===== config.mk =====
export PLATFORM = sky130hd
export DESIGN_NAME = fm_tune_ctrl
export DESIGN_NICKNAME = d
export VERILOG_FILES = /design/src/rtl/fm_tune_pkg.sv /design/src/rtl/fm_tune_regs.sv /design/src/rtl/fm_trigger_timer.sv /design/src/rtl/fm_ftw_calc.sv /design/src/rtl/fm_update_slot.sv /design/src/rtl/fm_tune_ctrl.sv
export SDC_FILE = /design/constraint.sdc
export NUM_CORES = 1
export LEC_CHECK = 0
export BUFFER_PORTS_ARGS = -buffer_cell sky130_fd_sc_hd__buf_2
export CAP_MARGIN = 5
export CORE_MARGIN = 10
export CORE_UTILIZATION = 50
export CTS_CLUSTER_SIZE = 16
export DETAILED_ROUTE_END_ITERATION = 8
export PLACE_DENSITY = 0.7
export SYNTH_ARGS = -nofsm -noshare
export SYNTH_HDL_FRONTEND = slang
export SYNTH_SLANG_ARGS = --single-unit

===== constraint.sdc =====
create_clock -name clk -period 8.5 [get_ports clk]
set_input_delay 1.7 -clock clk [delete_from_list [all_inputs] [get_ports clk]]
set_output_delay 1.7 -clock clk [all_outputs]
set_load 0.03 [all_outputs]

===== src/rtl/fm_tune_pkg.sv =====
package fm_tune_pkg;
  localparam int FTW_W    = 32;
  localparam int SAMPLE_W = 12;
  typedef logic        [FTW_W-1:0]    ftw_t;
  typedef logic signed [SAMPLE_W-1:0] sample_t;
endpackage


===== src/rtl/fm_tune_regs.sv =====
module fm_tune_regs
  import fm_tune_pkg::*;
(
  input  logic clk,
  input  logic rst_n,
  input  logic center_we,
  input  ftw_t center_in,
  input  logic dev_we,
  input  ftw_t dev_in,
  output ftw_t center_q,
  output ftw_t dev_q
);
  always_ff @(posedge clk) begin
    if (!rst_n) begin
      center_q <= '0;
      dev_q    <= '0;
    end else begin
      if (center_we) center_q <= center_in;
      if (dev_we)    dev_q    <= dev_in;
    end
  end

  // a strobe lands its word at the next edge
  p_center_load_r9: assert property (@(posedge clk) disable iff (!rst_n)
    center_we |=> center_q == $past(center_in));
  p_dev_load_r9: assert property (@(posedge clk) disable iff (!rst_n)
    dev_we |=> dev_q == $past(dev_in));
endmodule


===== src/rtl/fm_trigger_timer.sv =====
module fm_trigger_timer #(
  parameter int CLK_DIV = 100
) (
  input  logic clk,
  input  logic rst_n,
  input  logic enable,
  output logic convert
);
  localparam int CNT_W = (CLK_DIV > 2) ? $clog2(CLK_DIV) : 1;
  localparam logic [CNT_W-1:0] LAST = CNT_W'(CLK_DIV - 1);

  logic [CNT_W-1:0] cnt;

  always_ff @(posedge clk) begin
    if (!rst_n || !enable) begin
      cnt     <= '0;
      convert <= 1'b0;
    end else begin
      cnt     <= (cnt == LAST) ? '0 : cnt + 1'b1;
      convert <= (cnt == LAST);
    end
  end

  // single-cycle pulse, counter within its period
  p_pulse_width_r2: assert property (@(posedge clk) disable iff (!rst_n)
    convert |=> !convert);
  p_cnt_range_r2: assert property (@(posedge clk) disable iff (!rst_n)
    cnt <= LAST);
  // nothing requested while disabled
  p_quiet_off_r8: assert property (@(posedge clk) disable iff (!rst_n)
    !enable |=> !convert);
endmodule


===== src/rtl/fm_ftw_calc.sv =====
module fm_ftw_calc
  import fm_tune_pkg::*;
(
  input  sample_t sample,
  input  ftw_t    center,
  input  ftw_t    dev,
  output ftw_t    ftw
);
  localparam int PROD_W = SAMPLE_W + FTW_W + 1;
  localparam int SUM_W  = PROD_W + 1;
  localparam int SHIFT  = SAMPLE_W - 1;

  logic signed [PROD_W-1:0] s_ext, d_ext, prod, step;
  logic        [SUM_W-1:0]  sum;

  always_comb begin
    s_ext = PROD_W'(sample);
    d_ext = PROD_W'({1'b0, dev});
    prod  = s_ext * d_ext;
    step  = prod >>> SHIFT;
    sum   = SUM_W'(step) + SUM_W'({1'b0, center});
    if (sum[SUM_W-1])                 ftw = '0;
    else if (|sum[SUM_W-2:FTW_W])     ftw = '1;
    else                              ftw = sum[FTW_W-1:0];
  end
endmodule


===== src/rtl/fm_update_slot.sv =====
module fm_update_slot
  import fm_tune_pkg::*;
(
  input  logic clk,
  input  logic rst_n,
  input  logic enable,
  input  logic take,
  input  ftw_t result,
  input  ftw_t center,
  input  logic upd_ready,
  output logic upd_valid,
  output ftw_t upd_ftw
);
  always_ff @(posedge clk) begin
    if (!rst_n) begin
      upd_valid <= 1'b0;
      upd_ftw   <= '0;
    end else if (!enable) begin
      upd_valid <= 1'b0;
      upd_ftw   <= center;
    end else if (take) begin
      upd_valid <= 1'b1;
      upd_ftw   <= result;
    end else if (upd_valid && upd_ready) begin
      upd_valid <= 1'b0;
    end
  end

  // pending word held under back-pressure
  p_hold_r6: assert property (@(posedge clk) disable iff (!rst_n)
    (enable && upd_valid && !upd_ready && !take) |=> (upd_valid && $stable(upd_ftw)));
  p_drop_r6: assert property (@(posedge clk) disable iff (!rst_n)
    (enable && upd_valid && upd_ready && !take) |=> !upd_valid);
  // disabled output rests on center
  p_rest_r8: assert property (@(posedge clk) disable iff (!rst_n)
    !enable |=> (!upd_valid && upd_ftw == $past(center)));
endmodule


===== src/rtl/fm_tune_ctrl.sv =====
module fm_tune_ctrl
  import fm_tune_pkg::*;
#(
  parameter int CLK_DIV = 100
) (
  input  logic                clk,
  input  logic                rst_n,
  input  logic                enable,
  input  logic                center_we,
  input  logic [FTW_W-1:0]    center_in,
  input  logic                dev_we,
  input  logic [FTW_W-1:0]    dev_in,
  output logic                adc_convert,
  input  logic                adc_ready,
  input  logic [SAMPLE_W-1:0] adc_data,
  output logic                upd_valid,
  input  logic                upd_ready,
  output logic [FTW_W-1:0]    upd_ftw
);
  ftw_t center_q, dev_q, result;
  logic take;

  assign take = adc_ready && enable;

  fm_tune_regs i_regs (
    .clk(clk), .rst_n(rst_n),
    .center_we(center_we), .center_in(center_in),
    .dev_we(dev_we), .dev_in(dev_in),
    .center_q(center_q), .dev_q(dev_q)
  );

  fm_trigger_timer #(.CLK_DIV(CLK_DIV)) i_timer (
    .clk(clk), .rst_n(rst_n), .enable(enable), .convert(adc_convert)
  );

  fm_ftw_calc i_calc (
    .sample(sample_t'(adc_data)), .center(center_q), .dev(dev_q), .ftw(result)
  );

  fm_update_slot i_slot (
    .clk(clk), .rst_n(rst_n), .enable(enable), .take(take),
    .result(result), .center(center_q), .upd_ready(upd_ready),
    .upd_valid(upd_valid), .upd_ftw(upd_ftw)
  );

  // every taken sample yields a pending word next cycle
  p_take_r3: assert property (@(posedge clk) disable iff (!rst_n)
    take |=> upd_valid);
  // zero deviation leaves the center word
  p_zero_dev_r3: assert property (@(posedge clk) disable iff (!rst_n)
    (take && dev_q == '0) |=> upd_ftw == $past(center_q));
endmodule


Yosys cells after proc, flatten, opt, wreduce, memory -nomap -nowiden

Index checks and enable logic that the tools add are counted.

Multiplexer cells: 6
Eq/ne operators: 2
Multiply operators: 1
Add/sub/neg operators: 2
Reductions and logical operators: 9

Operators with widths:

| operator              | number |
|---|---|
| $mux W32              | 4 |
| $mul A12 B33 Y45      | 1 |
| $add A34 B33 Y35      | 1 |
| $reduce_or A13 Y1     | 1 |
| $add A7 B1 Y7 const B | 1 |
| $eq A7 B7 Y1 const B  | 1 |
| $logic_and A1 B1 Y1   | 2 |
| $logic_not A1 Y1      | 2 |
| $mux W1               | 2 |
| $ne A2 B1 Y1 const B  | 1 |
| $reduce_and A2 Y1     | 1 |
| $reduce_bool A2 Y1    | 1 |
| $reduce_or A2 Y1      | 1 |
| $logic_or A1 B1 Y1    | 1 |

Output and inout port bits: 34
Input bits: 83
Bits in registers: 105
Word-level logic and storage cells: 26

Longest topological paths before layout

Gate-level depths: netlist of the first run.

Depth after elaboration: 7
Gate-level depth with buffers: 35
Depth with buffers taken out: 33

By module

Synthesis of the first run repeated with hierarchy kept, for this count alone.

Cells, all modules: 2064
Area total of the unflattened synthesis: 18114.9 sq um

Modules (own cells, without submodules):

| module           | instances | cells an instance | area an instance (sq um) | seq. area each (sq um) |
|---|---|---|---|---|
| fm_ftw_calc      | 1         | 1676              | 13819.5                  | 0.0 |
| fm_tune_regs     | 1         | 207               | 2492.4                   | 1281.2 |
| fm_update_slot   | 1         | 145               | 1435.1                   | 660.6 |
| fm_trigger_timer | 1         | 35                | 361.6                    | 160.2 |
| fm_tune_ctrl     | 1         | 1                 | 6.3                      | 0.0 |

Least setup slack after synthesis of the first run

Ideal clock, no wire load.

Kind: in2reg
Start point: input adc_data[0]
End point: register i_slot.upd_ftw[0]
Cell stages on the path: 30
Data required time: 8.382 ns
Data arrival time: 8.432 ns
Library setup time: 0.118 ns
Setup slack: -0.050 ns
Path buffers: 2
Cells stage by stage: clkbuf_1 -> and2_1 -> fa_1 -> inv_1 -> fa_1 -> fa_1 -> inv_1 -> fa_1 -> fa_1 -> ha_1 -> a2111oi_2 -> nand3_1 -> and4_4 -> nor2_2 -> o21ai_1 -> a311oi_2 -> o21ai_1 -> a21oi_1 -> xnor2_1 -> ha_1 -> and4_1 -> nand3_1 -> nor3_1 -> a211oi_2 -> a21oi_1 -> a21oi_1 -> xor2_1 -> o21ai_2 -> buf_6 -> a21oi_2

Longest elaborated chain between the ends: 7

RTL lines:

| element              | line                 | text |
|---|---|---|
| from (decl)          | fm_tune_ctrl.sv:15   | `input logic [SAMPLE_W-1:0] adc_data,` |
| $mul A12 B33 Y45 *   | fm_ftw_calc.sv:19    | `prod = s_ext * d_ext;` |
| $add A34 B33 Y35 *   | fm_ftw_calc.sv:21    | `sum = SUM_W'(step) + SUM_W'({1'b0, center});` |
| $reduce_or A13 Y1    | fm_ftw_calc.sv:23    | `else if (\|sum[SUM_W-2:FTW_W]) ftw = '1;` |
| $mux W32             | fm_ftw_calc.sv:23    |  |
| $mux W32 *           | fm_ftw_calc.sv:22    | `if (sum[SUM_W-1]) ftw = '0;` |
| $mux W32 *           | fm_update_slot.sv:21 | `end else if (take) begin` |
| $mux W32 *           | fm_update_slot.sv:18 | `end else if (!enable) begin` |
| to (signal assigned) | fm_update_slot.sv:20 | `upd_ftw <= center;` |
| to (signal assigned) | fm_update_slot.sv:23 | `upd_ftw <= result;` |
| to (decl)            | fm_update_slot.sv:12 | `output ftw_t upd_ftw` |

Mark *: on every way between the ends. The rest lies on a longest branch, timed or not. The select of a mux whose other input is x is not followed.
A chain may end at the register's enable or synchronous reset.

Final worst setup path of the first run

Start point: input adc_data[6]
End point: register i_slot.upd_ftw[17]

The elaborated chain is that of the path after synthesis.

==> qor.csv, run 1 <==
metric,value,unit
DIE HEIGHT,210.2,um
"Reg clk slew, reported paths",80,ps
Psw,3.409,mW
Hold Crit Class,reg2reg,
final worst path period share,1.004,
routability cong.,0.9282,
total global routing overflow,0,
grt peak-use layer,met2,
Horiz. Die Dim,210.2,um
Final Slew Violations,0,
M2 GR Usage,0.4022,
critical path's largest stage delay,550,ps
Finished Layout Cells,2841,
setup tns final,-333.3,ps
final setup fails,21,
crit start category,primary input,
Synth Instances,2108,
max_cap viols,0,
vias per inst,5.384,
layout cell share with drive strength beyond 1,0.2113,
Synth area leader,fa_1,
final worst-path setup slack,-32.99,ps
DR vias,15296,
first-pass iteration count of the detailed router,5,
Int Pwr,3.647,mW
clk sink count,105,
Slew HR,0.2521,
RSZ-0062 raised after global routing,yes,
worst-path maximum fanout,10,
Post-synth EDFFs,0,
Iteration-0 DRC Markers,939,
filler instances,3013,
Final Hold Violating Endpoints,0,
Placement Rows,69,
drt drc,0,
clk_skew,21.43,ps
Post-DP HPWL,38320,um
Worst VDD drop,0.0002429,V
Ant. Diodes,0,
I/O pin count,117,
WL final,49750,um
register area share after synthesis,0.1162,
critical path class,in2reg,
crit path time final,8533,ps
Yosys top cell area share,0.3320,
pwr/cell area,323.8,nW/um^2
ANT nets after route,0,
Lkg Pwr,10.58,nW
most frequent CP cell,fa_1,
GR Util met1,0.2502,
clk root buf,clkbuf_16,
Syn Std Cell Area,18090,um^2
r2r setup slk,780,ps
top_reg_cell synth,dfxtp_1,
Place WS,-599.2,ps
Total GRT Usage,0.2199,
CTS max path bufs,2,
Net Sw Frac,0.4831,
most common cell in the netlist,inv_1,
"top cells by count, synth","353 x inv_1, 330 x nand2_1, 300 x fa_1, 148 x ha_1",
failing checks,setup timing,
CP Data Required Time,8830,ps
ys async rst share,0,
core footprint,35660,um^2
yosys warns,0,
port buffer count,116,
outcome,"complete, but fails checks",
CP max stage cell,fa_2,
synth top area cells,"fa_1 33%, dfxtp_1 12%, ha_1 10%, inv_1 7.3%, nand2_1 6.8%",
Initial Utilization,0.5073,
Clock Power Share,0.069,
first-pass GRT wire length,78820,um
highest clock rate,0.1172,GHz
TritonCTS clock tree,done,
fin nets,2906,
vias in the first global route,16019,
area added between synthesis and finish,20.46,%
die area,44190,um^2
drt wl/cell,17.51,um
Synth cell types,61,
met3 usage,0.03294,
Min Hold Slack,437.4,ps
Final Power,7.056,mW
worst slew pin tran,1122,ps
"Clk Latency, worst-skew pair",400,ps
Placed Instances,2796,
"Net Count, Synth",2639,
Seq pwr share,0.087,
Logic pwr share,0.844,
total CTS buffers,9,
"Avg Cell Area, Syn",8.581,um^2
Worst Path Arrival,8860,ps
initial antenna violation count,1,
largest net degree at the start of global routing,99,
Worst Setup End Kind,register,
Max H-tree Level,3,
register bit count reported by yosys,105,
## path summary, 6_finish.rpt
path                    from                  to  cells after the start
max              adc_data[6]  i_slot.upd_ftw[17]                     34
min           i_timer.cnt[0]      i_timer.cnt[0]                      1
max reg2reg  i_regs.dev_q[7]  i_slot.upd_ftw[17]                     31
min reg2reg   i_timer.cnt[0]      i_timer.cnt[0]                      1
## per-stage QoR
stage | utilization | instance area (um^2)
floorplan | - | 18110
CTS | 0.5937 | 21170
finish | 0.6111 | 21790
detailed placement | 0.5781 | 20610
global placement | 0.5781 | 20610
global route | 0.6111 | 21790
## cell usage in the layout (no fill, tap or decap), types with 15 or more instances in the layout
cell	synthesis	routed
inv_1	353	350
nand2_1	330	326
fa_1	300	285
buf_4	0	210
ha_1	148	140
buf_2	0	108
dfxtp_1	105	105
nor2_1	105	103
and2_1	93	91
nor2b_1	75	74
mux2i_1	64	64
a21oi_1	67	54
a21oi_2	33	45
xnor2_1	40	39
o21ai_1	40	36
o2bb2ai_1	31	31
a21o_1	29	29
xor2_1	24	23
buf_6	6	16
buf_12	0	16
fa_2	0	15
## sequential cells by signal, summed over array words and instances (netlist names)
signal and flops:
i_regs.center_q 32, i_regs.dev_q 32, i_slot.upd_ftw 32, i_slot.upd_valid 1
i_timer.cnt 7, i_timer.convert 1
## layer usage
| metal | vias to the layer above | share of wire |
|---|---|---|
| li1 | 7119 | - |
| met4 | 0 | 0.040 |
| met3 | 128 | 0.047 |
| met2 | 445 | 0.53 |
| met5 | - | 0 |
| met1 | 7604 | 0.38 |
## layout make-up
type / count / area [um^2] / area share
Inverter: 354 / 1329 / 0.06098
Tap cell: 461 / 576.8 / 0.02647
Multi-Input combinational cell: 1542 / 14600 / 0.6700
Clock buffer: 11 / 252.7 / 0.01160
Clock inverter: 5 / 67.56 / 0.003101
Sequential cell: 105 / 2102 / 0.09647
Timing Repair Buffer: 363 / 2863 / 0.1314
## cell families (layout without fill, tap and decap cells)
group,count (synthesis),after routing,synth area share
adders and majority gates,448,448,0.4344
buffers and inverters,461,733,0.09815
AOI/OAI and AO/OA,283,283,0.1087
xor gates and xnor gates,64,64,0.03099
DFF,105,105,0.1162
muxes,64,64,0.03542
and+or+nand+nor,683,683,0.1762
## power by group through the flow
stage	Combinational (mW)	Clock [mW]	Sequential (mW)
CTS	5.66	0.491	0.610
global placement	5.40	0	0.621
detailed placement	5.51	0	0.621
floorplan	3.39	0	0.643
finish	5.96	0.487	0.612
global route	6.55	0.505	0.618
## critical path, delay by kind of cell
family	cells	cell delay (ps)
fa+ha+maj	7	3120
xor+xnor	2	400
simple gates	9	1340
buf+inv	9	1030
compound gates	7	1220
## what timing repair did
action | CTS | global route
gates cloned | 2 | 4
hold endpoints to repair | 0 | 0
pin swaps | 15 | 70
buffers inserted | 7 | 19
gates resized for setup | 31 | 106
hold buffers | 0 | 0
endpoints found under the setup margin | 32 | 32
Note: power is estimated with default switching activity, not from simulation.
==> inputs of run 2 (changes only) <==
--- a/config.mk
+++ b/config.mk
@@ -8,10 +8,9 @@
 export BUFFER_PORTS_ARGS = -buffer_cell sky130_fd_sc_hd__buf_2
 export CAP_MARGIN = 5
 export CORE_MARGIN = 10
-export CORE_UTILIZATION = 50
+export CORE_UTILIZATION = 35
 export CTS_CLUSTER_SIZE = 16
 export DETAILED_ROUTE_END_ITERATION = 8
-export PLACE_DENSITY = 0.7
 export SYNTH_ARGS = -nofsm -noshare
 export SYNTH_HDL_FRONTEND = slang
 export SYNTH_SLANG_ARGS = --single-unit
==> qor.csv, run 2 (synthesis results as in run 1) <==
metric,value,unit,change
outcome,"complete, no violations",,
first-pass iteration count of the detailed router,5,,unchanged
Total GRT Usage,0.1664,,-0.05353
highest clock rate,0.1181,GHz,+0.76%
drt drc,0,,unchanged
"Reg clk slew, reported paths",90,ps,about the same
Worst R2R End,i_slot.upd_ftw[16],,
drt wl/cell,16.83,um,-3.9%
Hold Crit Class,reg2reg,,
final setup fails,0,,-100%
placed cell areas,20760,um^2,+0.72%
layout cell share with drive strength beyond 1,0.2285,,+0.01719
TritonCTS clock tree,done,,
vias per inst,4.946,,-8.1%
Final Hold Violating Endpoints,0,,unchanged
Slew HR,0.2018,,-0.05027
max_cap viols,0,,unchanged
Worst Hold Launch,i_timer.cnt[0],,
Max H-tree Level,3,,unchanged
Post-DP HPWL,40020,um,+4.4%
crit path time final,8469,ps,-64.23 ps
Worst VDD drop,0.0002346,V,-3.4%
WL final,51420,um,+3.4%
fin area,22330,um^2,+2.5%
crit start category,primary input,,
total CTS buffers,9,,unchanged
clk root buf,clkbuf_16,,
area added between synthesis and finish,23.44,%,
CP Data Required Time,8830,ps,about the same
final worst path period share,0.9963,,-0.007557
Final Power,7.255,mW,+2.8%
port buffer count,116,,unchanged
clk_skew,12.51,ps,-8.918 ps
CTS max path bufs,2,,unchanged
"commonest cells after routing, fill and taps aside","347 x inv_1, 319 x nand2_1, 278 x fa_1",,
most frequent CP cell,fa_1,,
worst slew pin tran,1196,ps,+74.08 ps
Finished Layout Cells,3056,,+7.6%
critical path's largest stage delay,580,ps,+30 ps
initial antenna violation count,1,,unchanged
"commonest non-fill, non-tap cell in the layout",inv_1,,
setup tns final,0,ps,+333.3 ps
"Clk Latency, worst-skew pair",400,ps,about the same
Placement Rows,83,,+20%
Worst Path Arrival,8800,ps,-60 ps
Worst Setup End Kind,register,,
Horiz. Die Dim,247.3,um,+18%
CP max stage cell,fa_1,,
ANT nets after route,0,,unchanged
clk sink count,105,,unchanged
vias in the first global route,16046,,+0.17%
RSZ-0062 raised after global routing,yes,,
Hold EP,i_timer.cnt[0],,
worst-path maximum fanout,5,,-5
DIE HEIGHT,247.3,um,+18%
Top Registers,"i_regs.center_q: 32 flops, i_regs.dev_q: 32 flops, i_slot.upd_ftw: 32 flops",,
post-cts hold buffer count,0,,unchanged
largest net degree at the start of global routing,99,,unchanged
pwr/cell area,324.9,nW/um^2,+0.34%
r2r setup slk,810,ps,+30 ps
Final Slew Violations,0,,unchanged
routability cong.,0.8890,,-4.2%
I/O pin count,117,,unchanged
Initial Utilization,0.3533,,-0.1540
first-pass GRT wire length,82250,um,+4.4%
DR vias,15115,,-1.2%
critical path class,in2reg,,
total global routing overflow,0,,unchanged
die area,61170,um^2,+38%
Lkg Pwr,10.58,nW,about the same
r2r startpoint,i_regs.dev_q[15],,
hold depth,1,,unchanged
Iteration-0 DRC Markers,761,,-19%
Ant. Diodes,0,,unchanged
core footprint,51200,um^2,+44%
fin nets,2903,,-0.10%
r2r worst-path depth,33,,+6.5%
Placed Instances,3005,,+7.5%
## run 2: cell types whose count changed in the layout (fill, tap and decap cells not counted), moves of 4 or more
cell	before	now
a21oi_1	54	47
a21oi_2	45	51
buf_2	108	104
fa_1	285	278
fa_2	15	22
ha_1	140	136
ha_4	4	10
nand2_1	326	319
nand2_2	2	10
## run 2: metal layers
| metal | global-route usage | share of wire | vias up |
|---|---|---|---|
| met5 | 0 | 0 | - |
| met4 | 0.04788 | 0.023 | 0 |
| li1 | - | - | 7122 |
| met1 | 0.1982 | 0.41 | 7568 |
| met2 | 0.3052 | 0.53 | 344 |
| met3 | 0.02311 | 0.043 | 81 |
## run 2: worst max path at each step
stage / startpoint / endpoint / slack [ps] / depth (start not counted)
after global routing: adc_data[8] / i_slot.upd_ftw[18] / -210 / 32
final: adc_data[11] / i_slot.upd_ftw[16] / 30 / 33
after global placement: adc_data[6] / i_slot.upd_ftw[27] / -580 / 31
after CTS: adc_data[3] / i_slot.upd_ftw[14] / 1 / 31
after floorplan: adc_data[0] / i_slot.upd_ftw[0] / 5 / 30
after detailed placement: adc_data[6] / i_slot.upd_ftw[27] / -710 / 29
## run 2: what timing repair did
item                                    in CTS  in global routing
setup buffers                                6                 21
gates cloned                                 3                  7
endpoints found under the setup margin      32                 32
pin swaps                                    7                 94
resized for setup                           33                169
## run 2: area by class of cell
class	instances	area (um^2)
Fill cell	4933	28870
Multi-Input combinational cell	1545	14920
Timing Repair Buffer	357	2813
Sequential cell	105	2102
Inverter	354	1336
Tap cell	680	850.8
Clock buffer	9	225.2
Clock inverter	6	85.08
## run 2: worst max-delay path, delay by kind of cell
| kind | cells | cell delay [ps] |
|---|---|---|
| and+or+nand+nor | 3 | 410 |
| xor gates and xnor gates | 2 | 410 |
| adders and majority gates | 7 | 3140 |
| buffers and inverters | 7 | 920 |
| AOI/OAI and AO/OA | 14 | 2200 |
## run 2: per-stage QoR
stage	setup WS, ps	utilization	hold WS, ps
6_report	31.24	0.4361	454.0
4_1_cts	1.134	0.4158	449.5
3_3_place_gp	-584.1	0.4055	425.3
2_1_floorplan	5.049	-	413.0
3_5_place_dp	-712.8	0.4055	435.1
5_1_grt	-210.5	0.4361	496.4
## run 2: power breakdown
group / internal [mW] / leakage [nW] / switching [mW]
Combinational: 2.99 / 9.57 / 3.17
Sequential: 0.543 / 0.862 / 0.0708
Clock: 0.235 / 0.149 / 0.241
==> inputs of run 3 (changes only) <==
--- a/config.mk
+++ b/config.mk
@@ -5,12 +5,13 @@
 export SDC_FILE = /design/constraint.sdc
 export NUM_CORES = 1
 export LEC_CHECK = 0
+export ABC_AREA = 1
 export BUFFER_PORTS_ARGS = -buffer_cell sky130_fd_sc_hd__buf_2
 export CAP_MARGIN = 5
-export CORE_MARGIN = 10
 export CORE_UTILIZATION = 35
 export CTS_CLUSTER_SIZE = 16
 export DETAILED_ROUTE_END_ITERATION = 8
+export SETUP_SLACK_MARGIN = 0.4
 export SYNTH_ARGS = -nofsm -noshare
 export SYNTH_HDL_FRONTEND = slang
 export SYNTH_SLANG_ARGS = --single-unit
==> qor.csv, run 3 <==
metric,value,unit,change
routability cong.,0.9261,,+4.2%
"Avg Cell Area, Syn",7.240,um^2,-16%
DIE HEIGHT,237.4,um,-4.0%
Syn Std Cell Area,19390,um^2,+7.2%
CTS max path bufs,2,,unchanged
clk_skew,22.32,ps,+9.806 ps
post-synthesis adder-cell area fraction,0.4053,,-0.02913
Total GRT Usage,0.2147,,+0.04830
"Clk Latency, worst-skew pair",410,ps,about the same
met2 routed WL,27490,um,+1.3%
multiplexer share of the synthesized area,0,,-0.03542
WL final,58560,um,+14%
met3 WL,3197,um,+44%
Hold Crit Class,reg2reg,,
register area share after synthesis,0.1084,,-0.007792
Top Registers,"i_regs.center_q: 32 flops, i_regs.dev_q: 32 flops, i_slot.upd_ftw: 32 flops",,
Final Slew Violations,0,,unchanged
I/O pin count,117,,unchanged
Post-synth EDFFs,0,,unchanged
CP Data Required Time,8830,ps,about the same
TritonCTS clock tree,done,,
core footprint,54240,um^2,+5.9%
ANT nets after route,0,,unchanged
drt wl/cell,15.99,um,-5.0%
Iteration-0 DRC Markers,1050,,+38%
crit path time final,8154,ps,-315.2 ps
multi-input logic area,15100,um^2,+1.2%
synth top area cells,"fa_1 31%, nand2_1 13%, inv_1 12%, dfxtp_1 11%, ha_1 9.6%",,
total CTS buffers,9,,unchanged
Post-DP HPWL,45460,um,+14%
Min Hold Slack,455.2,ps,+1.177 ps
register bit count reported by yosys,105,,unchanged
Initial Utilization,0.3575,,+0.004155
Place WS,-391.7,ps,+321.2 ps
yosys warns,0,,unchanged
setup tns final,0,ps,unchanged
top_reg_cell synth,dfxtp_1,,
total global routing overflow,0,,unchanged
"commonest non-fill, non-tap cell in the layout",nand2_1,,
post-cts hold buffer count,0,,unchanged
critical path's largest stage delay,580,ps,about the same
"commonest cells after routing, fill and taps aside","638 x nand2_1, 607 x inv_1, 292 x fa_1",,
Synth Instances,2678,,+27%
register area,2102,um^2,unchanged
"top cells by count, synth","651 x nand2_1, 614 x inv_1, 300 x fa_1, 181 x nor2_1, 148 x ha_1",,
clk sink count,105,,unchanged
Finished Layout Cells,3663,,+20%
initial antenna violation count,2,,+1
drt drc,0,,unchanged
Synth cell types,47,,-23%
vias in the first global route,17777,,+11%
clk root buf,clkbuf_16,,
Worst Path Arrival,8490,ps,-310 ps
worst-path maximum fanout,8,,+3
Slew HR,0.2803,,+0.07845
Simple-Gate Fraction of Synth Area,0.2272,,+0.05098
main combinational cell family by area after synthesis,adder cells,,
DR vias,17476,,+16%
Post-Synth XOR/XNOR Area,0.02439,,-0.006595
first-pass GRT wire length,95340,um,+16%
largest net degree at the start of global routing,68,,-31%
M1 wire length,26760,um,+28%
final setup fails,0,,unchanged
layout cell share with drive strength beyond 1,0.2053,,-0.02321
outcome,"complete, no violations",,
final worst path period share,0.9592,,-0.03709
first-pass iteration count of the detailed router,5,,unchanged
crit start category,primary input,,
die area,56340,um^2,-7.9%
final worst-path setup slack,346.5,ps,+315.2 ps
highest clock rate,0.1226,GHz,+3.9%
"Reg clk slew, reported paths",100,ps,about the same
Max H-tree Level,3,,unchanged
area fraction in compound gates after synthesis,0.08802,,-0.02064
filler instances,5509,,+12%
vias per inst,4.771,,-3.5%
port buffer count,116,,unchanged
"Net Count, Synth",3209,,+22%
RSZ-0062 raised after global routing,yes,,
max layer used,met5,,
area added between synthesis and finish,22.32,%,
worst slew pin tran,1078,ps,-117.5 ps
Synth area leader,fa_1,,
Yosys top cell area share,0.3098,,-0.02226
critical path class,in2reg,,
max_cap viols,0,,unchanged
fin nets,3492,,+20%
CP max stage cell,fa_1,,
Worst Setup End Kind,register,,
Placed Instances,3613,,+20%
Horiz. Die Dim,237.4,um,-4.0%
Placement Rows,85,,+2.4%
most common cell in the netlist,nand2_1,,
most frequent CP cell,nand2_1,,
Final Hold Violating Endpoints,0,,unchanged
ys async rst share,0,,unchanged
run 3: cells by family (layout without fill, tap and decap cells):
group | after synthesis | in the layout
compound gates | 299 | 299
xor+xnor | 54 | 54
fa+ha+maj | 448 | 448
buf+inv | 735 | 1019
flops | 105 | 105
other cells | 0 | 1
simple gates | 1037 | 1041
run 3: per-stage QoR:
stage | util | area, um^2
finish | 0.4372 | 23720
CTS | 0.4265 | 23130
floorplan | - | 19390
detailed placement | 0.4111 | 22300
global placement | 0.4111 | 22300
global route | 0.4372 | 23710
run 3: path summary, 6_finish.rpt:
| path | slack [ps] | cells past startpoint | startpoint | to |
|---|---|---|---|---|
| setup / recovery | 350 | 39 | adc_data[11] | i_slot.upd_ftw[28] |
| hold / removal | 460 | 1 | i_timer.cnt[0] | i_timer.cnt[0] |
| setup reg to reg | 1240 | 36 | i_regs.dev_q[10] | i_slot.upd_ftw[28] |
| hold reg to reg | 460 | 1 | i_timer.cnt[0] | i_timer.cnt[0] |
run 3: layout make-up:
type | instances | share of cell area
antenna | 1 | 0.0001055
clock buffer | 9 | 0.009497
clock inverter | 7 | 0.003640
inverter | 623 | 0.09887
multi-input combinational | 1842 | 0.6366
sequential | 105 | 0.08864
tap | 696 | 0.03672
timing repair buffer | 380 | 0.1259
run 3: per-layer routing:
| metal | vias up | track usage |
|---|---|---|
| met5 | - | 0 |
| met4 | 2 | 0.04673 |
| met3 | 76 | 0.03716 |
| met2 | 405 | 0.3585 |
| met1 | 8427 | 0.2895 |
| li1 | 8566 | - |
run 3: critical path: cells and delay by family:
family          cells  cell delay, ps
compound gates      3             460
xor+xnor            1             210
fa+ha+maj           7            3270
buf+inv             7             760
simple gates       21            2050
run 3: repair_timing:
| item | 4_1_cts | 5_1_grt |
|---|---|---|
| setup endpoints to repair | 32 | 32 |
| pin swaps | 23 | 51 |
| buffers inserted | 7 | 15 |
| gates cloned | 7 | 4 |
| resized for setup | 54 | 88 |
Power of run 3 is not shown: default switching activity piles up to over one toggle a cycle in this logic, so the estimate is an artifact.
